<file path="src/rtl/dpot_pkg.sv">
`timescale 1ns/1ps
package dpot_pkg;
  localparam int BYTE_W   = 8;
  localparam int WIPER_W  = 8;
  localparam int NCH      = 2;
  localparam logic [4:0] ADDR_FIXED = 5'b01011;

  // instruction byte bit positions (decoded by the register logic)
  localparam int IB_CH  = 7;
  localparam int IB_MID = 6;
  localparam int IB_SD  = 5;
  localparam int IB_O2  = 4;
  localparam int IB_O1  = 3;

  typedef enum logic [1:0] {K_ADDR, K_INSTR, K_DATA} byte_kind_e;
  typedef enum logic [2:0] {S_IDLE, S_RX, S_ACK, S_TX, S_MACK, S_IGNORE} eng_st_e;

  function automatic logic addr_hit(input logic [BYTE_W-1:0] b, input logic [1:0] strap);
    return (b[BYTE_W-1:3] == ADDR_FIXED) && (b[2:1] == strap);
  endfunction

  function automatic logic [WIPER_W-1:0] midscale_code();
    return WIPER_W'(1) << (WIPER_W - 1);
  endfunction
endpackage

</file>
<file path="src/rtl/dpot_line_sync.sv">
`timescale 1ns/1ps
module dpot_line_sync #(
  parameter int STAGES = 2
) (
  input  logic clk,
  input  logic rst_n,
  input  logic scl_i,
  input  logic sda_i,
  output logic sda_s,
  output logic scl_rise,
  output logic scl_fall,
  output logic start_ev,
  output logic stop_ev
);
  logic [STAGES-1:0] scl_q, sda_q;
  logic scl_prev, sda_prev, scl_s;

  always_ff @(posedge clk or negedge rst_n) begin
    if (!rst_n) begin
      scl_q    <= '1;
      sda_q    <= '1;
      scl_prev <= 1'b1;
      sda_prev <= 1'b1;
    end else begin
      scl_q    <= {scl_q[STAGES-2:0], scl_i};
      sda_q    <= {sda_q[STAGES-2:0], sda_i};
      scl_prev <= scl_s;
      sda_prev <= sda_s;
    end
  end

  assign scl_s    = scl_q[STAGES-1];
  assign sda_s    = sda_q[STAGES-1];
  assign scl_rise = scl_s & ~scl_prev;
  assign scl_fall = ~scl_s & scl_prev;
  assign start_ev = scl_s & scl_prev & sda_prev & ~sda_s;
  assign stop_ev  = scl_s & scl_prev & ~sda_prev & sda_s;
endmodule

</file>
<file path="src/rtl/dpot_bus_engine.sv">
`timescale 1ns/1ps
module dpot_bus_engine
  import dpot_pkg::*;
(
  input  logic              clk,
  input  logic              rst_n,
  input  logic              sda_s,
  input  logic              scl_rise,
  input  logic              scl_fall,
  input  logic              start_ev,
  input  logic              stop_ev,
  input  logic [1:0]        strap,
  input  logic [BYTE_W-1:0] rd_data,
  output logic              sda_oe,
  output logic              instr_stb,
  output logic              data_stb,
  output logic [BYTE_W-1:0] rx_byte,
  output logic              st_ignore
);
  localparam int CNT_W = $clog2(BYTE_W + 1);
  localparam logic [CNT_W-1:0] CNT_LAST = CNT_W'(BYTE_W - 1);
  localparam logic [CNT_W-1:0] CNT_FULL = CNT_W'(BYTE_W);

  eng_st_e            st;
  byte_kind_e         kind;
  logic [CNT_W-1:0]   cnt;
  logic [BYTE_W-2:0]  shift;
  logic [BYTE_W-1:0]  tx_sh;
  logic               rw_q, ack_pend, mack_ok;
  logic [BYTE_W-1:0]  full_byte;

  assign full_byte = {shift, sda_s};
  assign st_ignore = (st == S_IGNORE);

  always_ff @(posedge clk or negedge rst_n) begin
    if (!rst_n) begin
      st        <= S_IDLE;
      kind      <= K_ADDR;
      cnt       <= '0;
      shift     <= '0;
      tx_sh     <= '0;
      rw_q      <= 1'b0;
      ack_pend  <= 1'b0;
      mack_ok   <= 1'b0;
      sda_oe    <= 1'b0;
      instr_stb <= 1'b0;
      data_stb  <= 1'b0;
      rx_byte   <= '0;
    end else begin
      instr_stb <= 1'b0;
      data_stb  <= 1'b0;
      if (start_ev) begin
        st     <= S_RX;
        kind   <= K_ADDR;
        cnt    <= '0;
        sda_oe <= 1'b0;
      end else if (stop_ev) begin
        st     <= S_IDLE;
        sda_oe <= 1'b0;
      end else begin
        case (st)
          S_RX: begin
            if (scl_rise) begin
              shift <= full_byte[BYTE_W-2:0];
              cnt   <= cnt + 1'b1;
              if (cnt == CNT_LAST) begin
                rx_byte <= full_byte;
                case (kind)
                  K_ADDR: begin
                    ack_pend <= addr_hit(full_byte, strap);
                    rw_q     <= full_byte[0];
                  end
                  K_INSTR: begin
                    ack_pend  <= 1'b1;
                    instr_stb <= 1'b1;
                  end
                  default: begin
                    ack_pend <= 1'b1;
                    data_stb <= 1'b1;
                  end
                endcase
              end
            end else if (scl_fall && cnt == CNT_FULL) begin
              if (ack_pend) begin
                st     <= S_ACK;
                sda_oe <= 1'b1;
              end else begin
                st <= S_IGNORE;
              end
            end
          end
          S_ACK: begin
            if (scl_fall) begin
              cnt <= '0;
              if (kind == K_ADDR && rw_q) begin
                st     <= S_TX;
                tx_sh  <= rd_data;
                sda_oe <= ~rd_data[BYTE_W-1];
              end else begin
                st     <= S_RX;
                sda_oe <= 1'b0;
                kind   <= (kind == K_ADDR) ? K_INSTR : K_DATA;
              end
            end
          end
          S_TX: begin
            if (scl_rise) begin
              cnt <= cnt + 1'b1;
            end else if (scl_fall) begin
              if (cnt == CNT_FULL) begin
                st     <= S_MACK;
                sda_oe <= 1'b0;
              end else begin
                tx_sh  <= tx_sh << 1;
                sda_oe <= ~tx_sh[BYTE_W-2];
              end
            end
          end
          S_MACK: begin
            if (scl_rise) begin
              mack_ok <= ~sda_s;
            end else if (scl_fall) begin
              cnt <= '0;
              if (mack_ok) begin
                st     <= S_TX;
                tx_sh  <= rd_data;
                sda_oe <= ~rd_data[BYTE_W-1];
              end else begin
                st <= S_IGNORE;
              end
            end
          end
          default: ;
        endcase
      end
    end
  end
endmodule

</file>
<file path="src/rtl/dpot_wiper_regs.sv">
`timescale 1ns/1ps
module dpot_wiper_regs
  import dpot_pkg::*;
(
  input  logic                   clk,
  input  logic                   rst_n,
  input  logic                   instr_stb,
  input  logic                   data_stb,
  input  logic [BYTE_W-1:0]      rx_byte,
  input  logic                   shdn_n_i,
  output logic [NCH*WIPER_W-1:0] wipers,
  output logic [NCH-1:0]         shut,
  output logic [1:0]             gpo,
  output logic [WIPER_W-1:0]     rd_data,
  output logic                   mid_lock
);
  logic           sel;
  logic [NCH-1:0] sd_vec;

  always_ff @(posedge clk or negedge rst_n) begin
    if (!rst_n) begin
      sel      <= 1'b0;
      mid_lock <= 1'b0;
      gpo      <= '0;
    end else if (instr_stb) begin
      sel      <= rx_byte[IB_CH];
      mid_lock <= rx_byte[IB_MID];
      gpo      <= {rx_byte[IB_O2], rx_byte[IB_O1]};
    end
  end

  for (genvar c = 0; c < NCH; c++) begin : g_ch
    logic [WIPER_W-1:0] code_r;
    logic               sd_r;
    logic               hit_instr, hit_data;

    assign hit_instr = instr_stb && (rx_byte[IB_CH] == 1'(c));
    assign hit_data  = data_stb && !mid_lock && (sel == 1'(c));

    always_ff @(posedge clk or negedge rst_n) begin
      if (!rst_n) begin
        code_r <= midscale_code();
        sd_r   <= 1'b0;
      end else if (hit_instr) begin
        sd_r <= rx_byte[IB_SD];
        if (rx_byte[IB_MID]) code_r <= midscale_code();
      end else if (hit_data) begin
        code_r <= rx_byte[WIPER_W-1:0];
      end
    end

    assign wipers[c*WIPER_W +: WIPER_W] = code_r;
    assign sd_vec[c] = sd_r;
  end

  assign shut    = sd_vec | {NCH{~shdn_n_i}};
  assign rd_data = wipers[sel*WIPER_W +: WIPER_W];
endmodule

</file>
<file path="src/rtl/dpot_i2c_ctrl.sv">
`timescale 1ns/1ps
module dpot_i2c_ctrl
  import dpot_pkg::*;
#(
  parameter int SYNC_STAGES = 2
) (
  input  logic               clk,
  input  logic               rst_n,
  input  logic               scl_i,
  input  logic               sda_i,
  output logic               sda_oe,
  input  logic [1:0]         strap_i,
  input  logic               shdn_n_i,
  output logic [WIPER_W-1:0] wiper0_o,
  output logic [WIPER_W-1:0] wiper1_o,
  output logic [NCH-1:0]     shut_o,
  output logic [1:0]         gpo_o
);
  logic sda_s, scl_rise, scl_fall, start_ev, stop_ev;
  logic instr_stb, data_stb, st_ignore, mid_lock;
  logic [BYTE_W-1:0]      rx_byte;
  logic [WIPER_W-1:0]     rd_data;
  logic [NCH*WIPER_W-1:0] wipers;

  dpot_line_sync #(.STAGES(SYNC_STAGES)) u_sync (
    .clk(clk), .rst_n(rst_n), .scl_i(scl_i), .sda_i(sda_i),
    .sda_s(sda_s), .scl_rise(scl_rise), .scl_fall(scl_fall),
    .start_ev(start_ev), .stop_ev(stop_ev)
  );

  dpot_bus_engine u_eng (
    .clk(clk), .rst_n(rst_n), .sda_s(sda_s), .scl_rise(scl_rise),
    .scl_fall(scl_fall), .start_ev(start_ev), .stop_ev(stop_ev),
    .strap(strap_i), .rd_data(rd_data), .sda_oe(sda_oe),
    .instr_stb(instr_stb), .data_stb(data_stb), .rx_byte(rx_byte),
    .st_ignore(st_ignore)
  );

  dpot_wiper_regs u_regs (
    .clk(clk), .rst_n(rst_n), .instr_stb(instr_stb), .data_stb(data_stb),
    .rx_byte(rx_byte), .shdn_n_i(shdn_n_i), .wipers(wipers), .shut(shut_o),
    .gpo(gpo_o), .rd_data(rd_data), .mid_lock(mid_lock)
  );

  assign wiper0_o = wipers[0 +: WIPER_W];
  assign wiper1_o = wipers[WIPER_W +: WIPER_W];
endmodule

</file>
<file path="config.mk">
export PLATFORM = sky130hd
export DESIGN_NAME = dpot_i2c_ctrl
export DESIGN_NICKNAME = d
export VERILOG_FILES = /design/src/rtl/dpot_pkg.sv /design/src/rtl/dpot_line_sync.sv /design/src/rtl/dpot_bus_engine.sv /design/src/rtl/dpot_wiper_regs.sv /design/src/rtl/dpot_i2c_ctrl.sv
export SDC_FILE = /design/constraint.sdc
export NUM_CORES = 1
export LEC_CHECK = 0
export BUFFER_PORTS_ARGS = -buffer_cell sky130_fd_sc_hd__buf_2
export CORE_AREA = 10 10 114 116
export DETAILED_ROUTE_END_ITERATION = 8
export DIE_AREA = 0 0 124 126
export PLACE_DENSITY = 0.51
export SLEW_MARGIN = 30
export SYNTH_ARGS = -nofsm -noshare
export SYNTH_HDL_FRONTEND = slang
export SYNTH_SLANG_ARGS = --single-unit
</file>
<file path="constraint.sdc">
create_clock -name clk -period 2.6 [get_ports clk]
set_input_delay 0.13 -clock clk [delete_from_list [all_inputs] [get_ports clk]]
set_output_delay 0.13 -clock clk [all_outputs]
set_load 0.01 [all_outputs]
</file>
; ---- Word level (Yosys, flattened, before mapping)
; Cells that the tools add are included.
[word_totals]
regBits = 65
[classes]
shifts = 1
bitwise = 19
n_reduce_logical = 30
mux = 67
eq_ne = 33
add_sub_neg = 1
[op_table]
columns = cell, n
row1 = 2-to-1 mux 7 bit, 8
row2 = 2-to-1 mux 8 bit, 5
row3 = 2-to-1 mux 3 bit, 12
row4 = != test 4 x 3 -> 1 bit (second input constant), 7
row5 = 2-to-1 mux 1 bit, 26
row6 = case mux 7 bit (3 select lines), 1
row7 = 2-to-1 mux 4 bit, 5
row8 = AND reduction 4 bit, 4
row9 = variable part select 16 x 5 -> 8 bit, 1
row10 = 2-to-1 mux 2 bit, 7
row11 = != test 2 bit (second input constant), 7
row12 = != test 4 bit (second input constant), 3
row13 = case mux 3 bit (4 select lines), 1
row14 = case mux 4 bit (3 select lines), 1
row15 = NOT 1 bit, 11
row16 = AND reduction 11 bit, 1
row17 = != test 2 x 1 -> 1 bit (second input constant), 5
row18 = AND reduction 10 bit, 1
row19 = AND reduction 9 bit, 1
row20 = logical AND 1 bit, 8
row21 = nonzero test 2 bit, 4
row22 = AND 1 bit, 7
row23 = == test 3 x 2 -> 1 bit (second input constant), 2
row24 = AND reduction 6 bit, 1
row25 = other kinds (20), 22

; ---- Longest topological paths before layout
[logic_depth]
word_depth = 8
depth_mapped = 7

; ---- Hierarchy
; A second synthesis with hierarchy kept.
[unflattened]
hier_cells = 287
hier_area_um2 = 3204.3
[by_module_without_submodules]
columns = module, cells_per_inst, seq_area_each_um2, area_per_inst_um2, instances
row1 = dpot_bus_engine, 174, 925.9, 1956.9, 1
row2 = dpot_wiper_regs, 103, 553.0, 1057.3, 1
row3 = dpot_line_sync, 10, 157.7, 190.2, 1

; ---- Least setup slack after synthesis
; Ideal clock, no wire load.
[synth_timing]
kind = register to register
start = register u_sync.scl_q[1]
end = register u_eng.rx_byte[1]
n_path_buf = 2
slack_ns = 0.633
arrival_ns = 1.842
stages_incl_launch_ff = 6
path_cell_list = dfstp_2 -> buf_2 -> nand4bb_1 -> nor4_2 -> buf_4 -> mux2_2
[synth_between]
elab_chain_cells = 5
elab_cells_between_ends = 9
[synth_lines]
columns = item, line_no
row1 = "start, declared", dpot_line_sync.sv:15  ; logic [STAGES-1:0] scl_q, sda_q;
row2 = "start signal, assigned", dpot_line_sync.sv:25  ; scl_q <= {scl_q[STAGES-2:0], scl_i};
row3 = AND 1 bit, "dpot_line_sync.sv:36, dpot_line_sync.sv:37"
row4 = "AND 1 bit, on equally long branches (2 in series)", "dpot_line_sync.sv:37, dpot_line_sync.sv:36"
row5 = NOT 1 bit (no line), n/a
row6 = AND reduction 5 bit (no line) (*), n/a
row7 = "end signal, assigned", dpot_bus_engine.sv:67  ; rx_byte <= full_byte;
row8 = "end, declared", dpot_bus_engine.sv:17  ; output logic [BYTE_W-1:0] rx_byte,
; Mark *: on every way between the ends. The rest lies on a longest branch, timed or not.
; A chain may end at the register's enable or synchronous reset.

; ---- Final worst setup path
[layout_timing]
start = register u_sync.scl_q[1]
end = register u_eng.rw_q
[layout_between]
elab_chain_cells = 5
elab_cells_between_ends = 9
[layout_lines]
columns = item, line_no
row1 = AND 1 bit, "dpot_line_sync.sv:36, dpot_line_sync.sv:37"
row2 = "AND 1 bit, on equally long branches (2 in series)", "dpot_line_sync.sv:37, dpot_line_sync.sv:36"
row3 = NOT 1 bit (no line), n/a
row4 = AND reduction 6 bit (no line) (*), n/a
row5 = "end signal, assigned", dpot_bus_engine.sv:71  ; rw_q <= full_byte[0];
row6 = "end, declared", dpot_bus_engine.sv:29  ; logic rw_q, ack_pend, mack_ok;
; Marked as above.

==> impl_results.md <==
- GPL Wtd Cong: 0.796
- Synth cell count leaders: dfrtp_1, mux2_2, inv_1
- # hold bufs at CTS: 3
- Final min period: 2.02 ns
- IR drop worst, VDD: 0.000224 V
- # diodes: 0
- Post-synthesis sequential area ratio: 0.521
- Clock Path Buffers: 2
- Maxcap violations: 0
- Met1 WL: 3580 µm
- First-pass GRT wire length: 12400 µm
- Die footprint: 15600 µm²
- Resized cells post-CTS: 0
- Initial Utilization: 0.293
- Setup Crit Path Kind: flop to flop
- Number of synthesized flops with an enable pin: 0
- Leakage: 1.65 nW
- CTS Buf Count: 9
- Worst-path clk slew: 0.08 ns
- Status: finished, final reports clean
- Site Rows: 38
- WL/cell: 16.6 µm
- Setup slack after layout: 0.585 ns
- DR pass1 iterations: 4
- Final setup TNS: 0 ns
- Post-detail-place hpwl: 5190 µm
- DRC viols: 0
- Antenna violations before repair: 0
- Period utilisation layout: 0.775
- Syn Inst Count: 262
- Biggest area consumer among synthesized cells: dfrtp_1
- Share of Yosys cell area claimed by the top area cell type: 0.454
- Vias in the first global route: 2251
- Final hold viol count: 0
- Kind of end point of the critical path: flop
- Syn_nets: 271
- Synth unique cells: 56
- F_max: 496 MHz
- Reg2reg start: u_sync.scl_q[1]
- Grt ovf: 0
- Post-layout nets: 306
- Total GRT Usage: 0.100
- Slew @ Worst Pin: 0.643 ns
- Synth Area per Inst: 12.0 µm²
- Pwr dens: 551 nW/µm²
- Synth area leaders: dfrtp_1, mux2_2, dfstp_2
- Worst slew margin: 0.571
- Die Y-Extent: 126 µm
- CTS tree: done
- Worst-Skew Late Latency: 0.35 ns
- WP data arrival: 2.25 ns
- # Post-CTS Setup Buffers: 0
- Vias/cell: 4.94
- Element type at the critical path start: flop
- Max Slew Vio Count: 0
- Root Buffer: clkbuf_8
- RR Endpoint: u_eng.rw_q
- Req. time, crit path: 2.83 ns
- Initial DRC count: 170
- Reg2Reg Depth: 5
- Die width: 124 µm
- DR vias: 2185
- Number of synthesized register bits: 65
- Top FF cell, synth: dfrtp_1
- Yosys warning count: 0
- Finish-stage setup viols: 0
- Fin Hold WS: 0.340 ns
- DR top layer: met4
- H-tree levels: 3
- Post-DRT Antenna Nets: 0
- Share of synthesized flip-flops with an asynchronous set or reset: 1.00
- Fraction of layout cells with a size suffix above 1: 0.295
- Worst-path maximum fanout: 13
- Pwr Total: 2.01 mW
- Port Buf Inserts: 27
- Top-count cell post-synth: dfrtp_1
- Metal2 WL: 3300 µm
- Met3 WL post-DR: 357 µm
- Clk sinks: 65
- R2R setup slack: 0.58 ns
- Worst min path class: input pin to asynchronous set/reset pin
- I/O Pins: 28
- Clock skew: 0.0135 ns
- Core area: 10700 µm²
- RSZ-0062 raised after global routing: no
- Layout area overhead: 16.5%
- Post-Synthesis Cell Area: 3140 µm²
- Place WS: 0.584 ns
- Total Wirelength: 7320 µm
- Largest net degree at the start of global routing: 29
[layer usage]
layer,vias up,track usage
li1,1034,-
met1,1103,0.137
met2,41,0.143
met3,7,0.0304
met4,0,0.0407
met5,-,0
[placed cells by master (no fill, tap or decap), types with 4 or more instances in the layout]
cell type,n
a21oi_1,10
a22o_1,14
buf_2,27
buf_4,7
clkbuf_8,9
dfrtp_1,57
dfstp_2,8
inv_1,15
mux2_1,5
mux2_2,19
mux2i_1,14
nand2_1,9
nand2b_1,4
nand3b_1,4
nor2_1,11
nor2b_1,4
o21ai_0,11
o22ai_1,4
[power by group]
part / total (mW) / switching, mW / internal (mW)
Combinational: 0.0924 / 0.0543 / 0.0381
Sequential: 1.06 / 0.0236 / 1.03
Clock: 0.865 / 0.425 / 0.440
[state kept, by name, indices dropped and copies added (netlist names)]
name	flops
u_eng.instr_stb	1
u_eng.kind	2
u_regs.g_ch.sd_r	2
u_eng.st	3
u_eng.rx_byte	8
u_sync.sda_q	2
u_eng.rw_q	1
u_regs.g_ch.code_r	16
u_eng.shift	7
u_sync.scl_prev	1
u_eng.sda_oe	1
u_eng.data_stb	1
u_regs.mid_lock	1
u_eng.ack_pend	1
u_sync.scl_q	2
u_eng.mack_ok	1
u_sync.sda_prev	1
u_regs.gpo	2
u_eng.tx_sh	7
u_eng.cnt	4
u_regs.sel	1
[layout make-up]
| type | count | area (µm²) |
|---|---|---|
| Fill cell | 1078 | 7040 |
| Sequential cell | 65 | 1640 |
| Clock inverter | 7 | 71.3 |
| Clock buffer | 9 | 124 |
| Timing Repair Buffer | 37 | 218 |
| Multi-Input combinational cell | 169 | 1380 |
| Tap cell | 140 | 175 |
| Inverter | 15 | 56.3 |
[critical path: stages (launching register included)]
cell and delay (ns):
dfstp_2 0.65, nand4bb_1 0.28, nor4_2 0.31, buf_4 0.24, nand3b_1 0.10, mux2_1 0.31
[per-stage QoR]
step,instance area [µm²],util,cells
floorplan,3140,-,262
global placement,3430,0.321,423
detailed placement,3430,0.321,423
CTS,3660,0.342,442
global route,3660,0.342,442
finish,3660,0.342,442
[cells by family after synthesis]
family / share of synthesized area
AOI/OAI and AO/OA: 0.136
xor gates and xnor gates: 0.0112
adders and majority gates: 0.00797
buffers and inverters: 0.0407
DFF: 0.521
muxes: 0.145
and+or+nand+nor: 0.138
[how the worst max path moves through the flow]
stage,slack (ns),cells past startpoint,end,start
3_5_place_dp,0.58,4,u_eng.tx_sh[2],u_eng.st[2]
4_1_cts,0.57,4,u_eng.tx_sh[2],u_eng.st[2]
6_report,0.58,5,u_eng.rw_q,u_sync.scl_q[1]
5_1_grt,0.41,5,u_eng.rw_q,u_sync.scl_q[1]
3_3_place_gp,0.63,4,u_eng.tx_sh[2],u_eng.st[2]
2_1_floorplan,0.63,5,u_eng.rx_byte[1],u_sync.scl_q[1]
Note: power is estimated with default switching activity, not from simulation.
